<file path="src/rtl/dpArbPkg.sv">
package dpArbPkg;
  // Strobes passed from the sequencing control to the datapath
  typedef struct packed {
    logic slaveMode;
    logic chipSel;
    logic cpuGrant;
  } arbStrobes_t;

  localparam int unsigned SLV_REQ = 2;
  localparam int unsigned SLV_RD  = 1;
  localparam int unsigned SLV_WR  = 0;
endpackage

</file>
<file path="src/rtl/syncChain.sv">
module syncChain #(
  parameter int unsigned STAGES = 2,
  parameter int unsigned WIDTH  = 1
) (
  input  logic             clk,
  input  logic             rstN,
  input  logic [WIDTH-1:0] dIn,
  output logic [WIDTH-1:0] dOut
);
  logic [WIDTH-1:0] stage [STAGES];

  generate
    for (genvar s = 0; s < STAGES; s++) begin : gStage
      if (s == 0) begin : gFirst
        always_ff @(posedge clk) begin
          if (!rstN) stage[0] <= '0;
          else       stage[0] <= dIn;
        end
      end else begin : gNext
        always_ff @(posedge clk) begin
          if (!rstN) stage[s] <= '0;
          else       stage[s] <= stage[s-1];
        end
      end
    end
  endgenerate

  assign dOut = stage[STAGES-1];
endmodule

</file>
<file path="src/rtl/dpArbCtrl.sv">
module dpArbCtrl
  import dpArbPkg::*;
(
  input  logic        clk,
  input  logic        rstN,
  input  logic        slvReq,
  input  logic        slvRd,
  input  logic        slvWr,
  input  logic        cpuReq,
  input  logic        ramAack,
  output arbStrobes_t strobes
);
  logic syncFlag;
  logic lockEn;
  logic slaveMode;
  logic chipSel;
  logic slvCmd;

  assign slvCmd = slvRd | slvWr;

  always_ff @(posedge clk) begin
    if (!rstN) begin
      syncFlag  <= 1'b0;
      lockEn    <= 1'b1;
      slaveMode <= 1'b0;
      chipSel   <= 1'b0;
    end else begin
      // sync flag and lock enable
      if (!syncFlag && !slaveMode && !chipSel && lockEn && slvReq && slvCmd && !cpuReq) begin
        syncFlag <= 1'b1;
        lockEn   <= 1'b0;
      end else if (syncFlag && !slaveMode && (cpuReq || !slvCmd)) begin
        syncFlag <= 1'b0;   // abort before commit
        lockEn   <= 1'b1;
      end else if (syncFlag && slaveMode && ramAack) begin
        syncFlag <= 1'b0;
      end
      // release step one: lock enable returns
      if (slaveMode && !lockEn && !slvCmd) begin
        lockEn   <= 1'b1;
        syncFlag <= 1'b0;
      end
      // slave mode: commit, then release step two
      if (syncFlag && !slaveMode && !cpuReq && slvCmd) slaveMode <= 1'b1;
      else if (slaveMode && lockEn)                    slaveMode <= 1'b0;
      // chip select: after commit, release step three
      if (slaveMode && !chipSel && !lockEn) chipSel <= 1'b1;
      else if (chipSel && !slaveMode)       chipSel <= 1'b0;
    end
  end

  assign strobes.slaveMode = slaveMode;
  assign strobes.chipSel   = chipSel;
  assign strobes.cpuGrant  = cpuReq && !slaveMode && !chipSel;

  // once committed, a processor request cannot remove slave mode
  a_r7_commit_holds: assert property (@(posedge clk) disable iff (!rstN)
    (slaveMode && !lockEn && slvCmd && cpuReq) |=> slaveMode);
  // chip select only rises while slave mode has been held
  a_r3_cs_after_mode: assert property (@(posedge clk) disable iff (!rstN)
    $rose(chipSel) |-> (slaveMode && $past(slaveMode)));
  // slave mode falls only after lock enable returned, chip select still up
  a_r6_release_order: assert property (@(posedge clk) disable iff (!rstN)
    $fell(slaveMode) |-> ($past(lockEn) && chipSel));
  // address acknowledge clears the sync flag on the next clock
  a_r4_sync_clears: assert property (@(posedge clk) disable iff (!rstN)
    (syncFlag && slaveMode && ramAack) |=> !syncFlag);
  // processor request before commit aborts the slave cycle
  a_r8_abort: assert property (@(posedge clk) disable iff (!rstN)
    (syncFlag && !slaveMode && cpuReq) |=> (!syncFlag && !slaveMode));
  // no slave cycle starts while the processor requests
  a_r9_cpu_first: assert property (@(posedge clk) disable iff (!rstN)
    (cpuReq && !syncFlag && !slaveMode) |=> !syncFlag);
endmodule

</file>
<file path="src/rtl/dpArbData.sv">
module dpArbData
  import dpArbPkg::*;
#(
  parameter int unsigned SYNC_STAGES = 2
) (
  input  logic        clk,
  input  logic        rstN,
  input  logic        slvReqN,
  input  logic        slvRdN,
  input  logic        slvWrN,
  input  logic        cpuRdN,
  input  logic        cpuWrN,
  input  logic        ramXackN,
  input  arbStrobes_t strobes,
  output logic        slvReqS,
  output logic        slvRdS,
  output logic        slvWrS,
  output logic        ramRdN,
  output logic        ramWrN,
  output logic        slvXackN
);
  localparam int unsigned SYNC_W = 3;

  logic [SYNC_W-1:0] slvS;
  logic ramRdQ, ramWrQ, xackQ;

  syncChain #(.STAGES(SYNC_STAGES), .WIDTH(SYNC_W)) uSync (
    .clk  (clk),
    .rstN (rstN),
    .dIn  ({~slvReqN, ~slvRdN, ~slvWrN}),
    .dOut (slvS)
  );

  assign slvReqS = slvS[SLV_REQ];
  assign slvRdS  = slvS[SLV_RD];
  assign slvWrS  = slvS[SLV_WR];

  always_ff @(posedge clk) begin
    if (!rstN) begin
      ramRdQ <= 1'b0;
      ramWrQ <= 1'b0;
      xackQ  <= 1'b0;
    end else begin
      ramRdQ <= (strobes.cpuGrant && !cpuRdN) || (strobes.chipSel && slvRdS);
      ramWrQ <= (strobes.cpuGrant && !cpuWrN) || (strobes.chipSel && slvWrS);
      xackQ  <= strobes.chipSel && !ramXackN;
    end
  end

  assign ramRdN   = ~ramRdQ;
  assign ramWrN   = ~ramWrQ;
  assign slvXackN = ~xackQ;

  // acknowledge to the outside master never appears without chip select
  a_r11_xack_gated: assert property (@(posedge clk) disable iff (!rstN)
    !xackQ || $past(strobes.chipSel));
  // a slave strobe reaches the controller only through the chip select
  a_r3_slave_gated: assert property (@(posedge clk) disable iff (!rstN)
    $rose(ramRdQ || ramWrQ) |-> ($past(strobes.chipSel) || $past(strobes.cpuGrant)));
endmodule

</file>
<file path="src/rtl/dpRamArbiter.sv">
module dpRamArbiter
  import dpArbPkg::*;
#(
  parameter int unsigned SYNC_STAGES = 2
) (
  input  logic clk,
  input  logic rstN,
  input  logic slvReqN,
  input  logic slvRdN,
  input  logic slvWrN,
  input  logic cpuReqN,
  input  logic cpuRdN,
  input  logic cpuWrN,
  input  logic ramAackN,
  input  logic ramXackN,
  output logic slaveModeN,
  output logic offBdCsN,
  output logic ramRdN,
  output logic ramWrN,
  output logic slvXackN
);
  arbStrobes_t strobes;
  logic slvReqS, slvRdS, slvWrS;

  dpArbData #(.SYNC_STAGES(SYNC_STAGES)) uData (
    .clk      (clk),
    .rstN     (rstN),
    .slvReqN  (slvReqN),
    .slvRdN   (slvRdN),
    .slvWrN   (slvWrN),
    .cpuRdN   (cpuRdN),
    .cpuWrN   (cpuWrN),
    .ramXackN (ramXackN),
    .strobes  (strobes),
    .slvReqS  (slvReqS),
    .slvRdS   (slvRdS),
    .slvWrS   (slvWrS),
    .ramRdN   (ramRdN),
    .ramWrN   (ramWrN),
    .slvXackN (slvXackN)
  );

  dpArbCtrl uCtrl (
    .clk     (clk),
    .rstN    (rstN),
    .slvReq  (slvReqS),
    .slvRd   (slvRdS),
    .slvWr   (slvWrS),
    .cpuReq  (!cpuReqN),
    .ramAack (!ramAackN),
    .strobes (strobes)
  );

  assign slaveModeN = ~strobes.slaveMode;
  assign offBdCsN   = ~strobes.chipSel;
endmodule

</file>
<file path="config.mk">
export PLATFORM = sky130hd
export DESIGN_NAME = dpRamArbiter
export DESIGN_NICKNAME = d
export VERILOG_FILES = /design/src/rtl/dpArbPkg.sv /design/src/rtl/syncChain.sv /design/src/rtl/dpArbCtrl.sv /design/src/rtl/dpArbData.sv /design/src/rtl/dpRamArbiter.sv
export SDC_FILE = /design/constraint.sdc
export NUM_CORES = 1
export LEC_CHECK = 0
export ABC_AREA = 1
export BUFFER_PORTS_ARGS = -buffer_cell sky130_fd_sc_hd__clkbuf_2
export CORE_AREA = 10 10 47 49
export CTS_BUF_LIST = sky130_fd_sc_hd__clkbuf_2
export DETAILED_ROUTE_END_ITERATION = 8
export DIE_AREA = 0 0 57 59
export RECOVER_POWER = 25
export SYNTH_ARGS = -nofsm -noshare
export SYNTH_HDL_FRONTEND = slang
export SYNTH_SLANG_ARGS = --single-unit
export TNS_END_PERCENT = 5
</file>
<file path="constraint.sdc">
create_clock -name clk -period 0.8 [get_ports clk]
set_input_delay 0.08 -clock clk [delete_from_list [all_inputs] [get_ports clk]]
set_output_delay 0.08 -clock clk [all_outputs]
set_load 0.05 [all_outputs]
</file>
# Word-level counts from Yosys, hierarchy flattened
# Memories as Yosys holds them, arrays and structs flattened.
# Cells that the tools add are included.
# totals
register_bits	7
latchBits	0
ram_bits	6
rom_bits	0
input_bits	10
out_inout_bits	5
word_cells	76
memories	1
# op_classes
add_sub_neg	0
mul	0
n_div	0
n_lt_le_gt_ge	0
eq_ne	0
shifts	0
n_mux	13
n_bitwise	12
reduce_logical	43
# memory_table
memory	words	width	read_ports	rd_ports_with_merged_regs	wr	line	source
uData.uSync.stage	2	3	2	0	2	syncChain.sv:10	logic [WIDTH-1:0] stage [STAGES];
# op_table
cell	n
1-bit logical AND	25
1-bit two-way mux	11
1-bit logical NOT	10
1-bit NOT	9
3-bit two-way mux	2
2-bit nonzero test	3
1-bit logical OR	3
1-bit bitwise OR	3
3-bit nonzero test	1
2-bit OR reduction	1

# Depth between registers and ports, before layout
# logic_depth
ltp_word	8
depth_mapped	6

# Modules after synthesis
# A second synthesis with hierarchy kept.
# hier_totals
cells_unflattened	76
area_unflattened_um2	524.3
# by_module_without_submodules
module	instances	cells_per_inst	area_per_inst_um2	seq_area_each_um2
dpArbCtrl	1	35	219.0	80.1
syncChain	1	18	165.2	120.1
dpArbData	1	19	125.1	60.1
dpRamArbiter	1	4	15.0	0.0

# Worst setup path after synthesis
# OpenSTA, ideal clock, no wires.
# synth_timing
kind	flip-flop to flip-flop
start	register uCtrl.slaveMode
end	register uCtrl.lockEn
t_arrival_ns	0.906
t_required_ns	0.678
path_slack_ns	-0.229
path_stages_with_launch	7
synth_period_minus_slack_ns	1.029
cell_sequence	dfxtp_1 inv_2 nand2_2 nor2_2 nand3_2 nand2_1 nand3_1
# synth_between
elab_chain_len	8
# synth_lines
element	line	source
start: declaration	dpArbCtrl.sv:15	logic slaveMode;
start signal: assignment	dpArbCtrl.sv:25	slaveMode <= 1'b0;
start signal: assignment	dpArbCtrl.sv:44	if (syncFlag && !slaveMode && !cpuReq && slvCmd) slaveMode <= 1'b1;
start signal: assignment	dpArbCtrl.sv:45	else if (slaveMode && lockEn) slaveMode <= 1'b0;
1-bit logical NOT	dpArbCtrl.sv:29, dpArbCtrl.sv:32	
1-bit logical AND (6 in series)	dpArbCtrl.sv:29	if (!syncFlag && !slaveMode && !chipSel && lockEn && slvReq && slvCmd && !cpuReq) begin
1-bit two-way mux / 2-bit nonzero test (equally long branches)	--	
end signal: assignment	dpArbCtrl.sv:31	lockEn <= 1'b0;
end signal: assignment	dpArbCtrl.sv:34	lockEn <= 1'b1;
end signal: assignment	dpArbCtrl.sv:40	lockEn <= 1'b1;
end: declaration	dpArbCtrl.sv:14	logic lockEn;
# Several ways; a longest one is shown, not always the timed one.
# A chain may end at the register's enable or synchronous reset.

# Final worst setup path
# layout_timing
start	register uCtrl.slaveMode
end	output slaveModeN
# layout_between
elab_chain_len	1
# layout_lines
element	line	source
1-bit NOT	dpRamArbiter.sv:54	assign slaveModeN = ~strobes.slaveMode;
end: declaration	dpRamArbiter.sv:16	output logic slaveModeN,
# Every way passes these cells.

==> flow_summary_export.csv <==
group,metric,value,unit
worst_setup_path,end_kind,"primary output",
synthesis,ys_ff_latch,13,
timing,setup_ws,-0.179,ns
drt,firstDrtPassIters,6,
worst_setup_path,rrSetupSlack,-0.15,ns
min_path,min_path_type,"input port to flip-flop",
placed_design,place.gp.congestion,0.761,
global_route,grt_pass1_vias,535,
worst_setup_path,startpoint_type,"flip-flop",
worst_setup_path,cp.required,0.72,ns
clock_tree,clk_pin_slew,0.13,ns
worst_setup_path,path_class,"flip-flop to primary output",
clock_tree,clock-root-buffer,"clkbuf_2",
pwr,power_density,1420,mW/mm^2
floorplanning,dieWidth,57,um
floorplanning,core,0.00140,sq mm
run,maxCapViolCount,0,
floorplanning,start_util,34.9,%
synthesis,synthSimpleGateAreaFrac,29.9,%
worst_setup_path,crit_path_max_incr_delay,0.41,ns
synthesis,synth_top_family_by_area,"simple AND/OR/NAND/NOR gates",
floorplanning,placementRows,14,
clock_tree,cts_num_sinks,13,
clock_tree,ctsHtreeMaxLevel,1,
synthesis,synth_fp_nets,73,
timing,fin_crit,0.979,ns
finish,drive_above_1_share,54.4,%
global_route,antenna_found_initial,0,
global_route,grt_max_degree,8,
global_route,grt_usage,7.99,%
clock_tree,numCtsBuffers,3,
finish,fin_cells,106,
timing,finalHoldViolCount,0,
placed_design,placed_area,606,sq um
timing,slew_headroom,87.2,%
floorplanning,io_pins,15,
timing,slew_violations,0,
synthesis,yosysWarningCount,0,
drt,drt-initial-drc-count,14,
drt,route.vias.total,514,
clock_tree,cts_tree,"built",
synthesis,synth-xor-area-share,0,%
synthesis,synth_fa_ha_area_share,0,%
timing,rsz0062_at_grt,"true",
timing,max_freq,1020,MHz
run_status,violations,"negative setup slack",
drt,drcViolationCount,0,
clock_tree,clock_latency,0.29,ns
synthesis,netlist_area,489,sq um
placed_design,dpl.hpwl,791,um
finish,diodes,0,
pwr,leakage,0.389,nW
drt,drtAntennaViolNets,0,
drt,routedWlPerCell,12.8,um
placed_design,placed_cells,95,
worst_setup_path,critPathMaxFanout,5,
synthesis,yosysSeqAreaShare,53.2,%
placed_design,io_buffers,14,
global_route,grt.overflow.total,0,
floorplanning,fp.dieArea,0.00336,sq mm
synthesis,synth_cell_types,16,
synthesis,synth_compound_area_share,5.37,%
synthesis,synthesis.instances,63,
worst_setup_path,slowest_stage,"dfxtp_4",
drt,wirelength,1350,um
floorplanning,die_height,59,um
finish,layout.nets,101,
worst_setup_path,crit_chain,"inv_8 -> clkbuf_16",
finish,fin_area,815,sq um
global_route,grt_pass1_wl,2070,um
timing,finalCritPeriodShare,122,%
worst_setup_path,arrival,0.90,ns
drt,viasPerCell,4.85,
synthesis,syn-mean-instance-area,7.77,sq um
timing,skew,0.00839,ns
timing,tightestPinTransition,0.191,ns
clock_tree,cts_buffer_depth,2,
timing,setup_viol,11,
timing,tns,-1.21,ns
synthesis,muxShareOfSynthArea,0,%
run_status,status,"complete, but fails checks",
pwr,ir_drop,0.000691,V
finish,area_growth,66.5,%
==> synthesized netlist by cell type (all sizes together) <==
master / number / area, sq um
a21oi: 2 / 13.8
and3: 1 / 7.51
clkinv: 1 / 3.75
dfxtp: 13 / 260
inv: 14 / 52.6
nand2: 10 / 40.0
nand3: 5 / 35.0
nor2: 13 / 53.8
nor3: 2 / 10.0
o211ai: 1 / 7.51
o21ai: 1 / 5.00
==> path summary, 6_finish.rpt <==
check	start	end	depth (start not counted)
hold reg to reg	uData.uSync.stage[0][1]	uData.uSync.stage[1][1]	2
setup reg to reg	uCtrl.slaveMode	uCtrl.syncFlag	4
hold / removal	cpuRdN	uData.ramRdQ	4
setup / recovery	uCtrl.slaveMode	slaveModeN	2
==> logic make-up after synthesis <==
family / count (synthesis)
AO/OA/AOI/OAI: 4
buffers and inverters: 15
flip-flops: 13
AND/OR/NAND/NOR: 31
==> placed cells by master, fill, tap and decap left out <==
master | Yosys | routed
a21oi_1 | 1 | 1
a21oi_2 | 1 | 1
and3_4 | 0 | 1
buf_4 | 0 | 3
buf_6 | 0 | 2
buf_8 | 0 | 3
clkbuf_16 | 0 | 2
clkbuf_2 | 0 | 13
clkinv_1 | 1 | 1
dfxtp_1 | 13 | 6
dfxtp_2 | 0 | 5
dfxtp_4 | 0 | 2
dlygate4sd3_1 | 0 | 4
inv_1 | 12 | 8
inv_2 | 2 | 5
inv_8 | 0 | 1
nand2_1 | 9 | 8
nand2_2 | 1 | 2
nand3_1 | 3 | 3
nand3_2 | 2 | 2
nor2_1 | 11 | 8
nor2_2 | 2 | 2
nor2_4 | 0 | 3
nor3_2 | 0 | 2
o211ai_1 | 1 | 1
o21ai_1 | 1 | 1
==> registers in the layout, indices dropped and copies added, names as in the netlist <==
signal             flops
uCtrl.slaveMode        1
uData.uSync.stage      6
uCtrl.lockEn           1
uCtrl.chipSel          1
uData.xackQ            1
uData.ramWrQ           1
uData.ramRdQ           1
uCtrl.syncFlag         1
==> critical path: cells and delay by family (launching register included) <==
| family | cells | cell delay [ns] |
|---|---|---|
| flops | 1 | 0.41 |
| buf+inv | 2 | 0.20 |
==> per-layer routing <==
metal  global-route usage (%)  up-vias  wire [um]  part of all wire [%]
met2                     14.7       27        736                    54
li1                         -      242          -                     -
met3                     3.65        9        117                   8.7
met1                     6.14      236        436                    32
met4                     7.05        0         61                   4.5
met5                        0        -          0                     0
==> final cells by class <==
class,instances,area [sq um]
timing repair buffer,23,225
multi-input combinational,35,211
inverter,15,63.8
tap,16,20.0
sequential,13,274
fill,131,587
clock buffer,4,20.0
==> metrics by stage <==
| step | hold slack [ns] | total power, mW | worst slack (ns) | utilization, % |
|---|---|---|---|---|
| global route | 0.0514 | 1.20 | -0.208 | 58.1 |
| finish | 0.0416 | 1.16 | -0.179 | 58.1 |
| global placement | 0.237 | 0.772 | -0.0917 | 43.2 |
| CTS | 0.0324 | 1.16 | -0.185 | 55.9 |
| floorplan | 0.152 | 0.733 | -0.0934 | - |
| detailed placement | 0.240 | 0.774 | -0.0810 | 43.2 |
==> power breakdown <==
group	total (mW)	leakage (nW)	internal, mW	switching, mW
combinational	0.125	0.263	0.0578	0.0677
sequential	0.669	0.109	0.660	0.00844
clock	0.362	0.0166	0.132	0.229
==> timing repair <==
action | in CTS | in global routing
endpoints found under the setup margin | 11 | 11
setup buffers | 3 | 0
hold buffers | 4 | 0
gates resized for setup | 23 | 15
hold endpoints to repair | 4 | 0
pin swaps | 1 | 1
No activity file was read; power rests on OpenSTA's default activity.
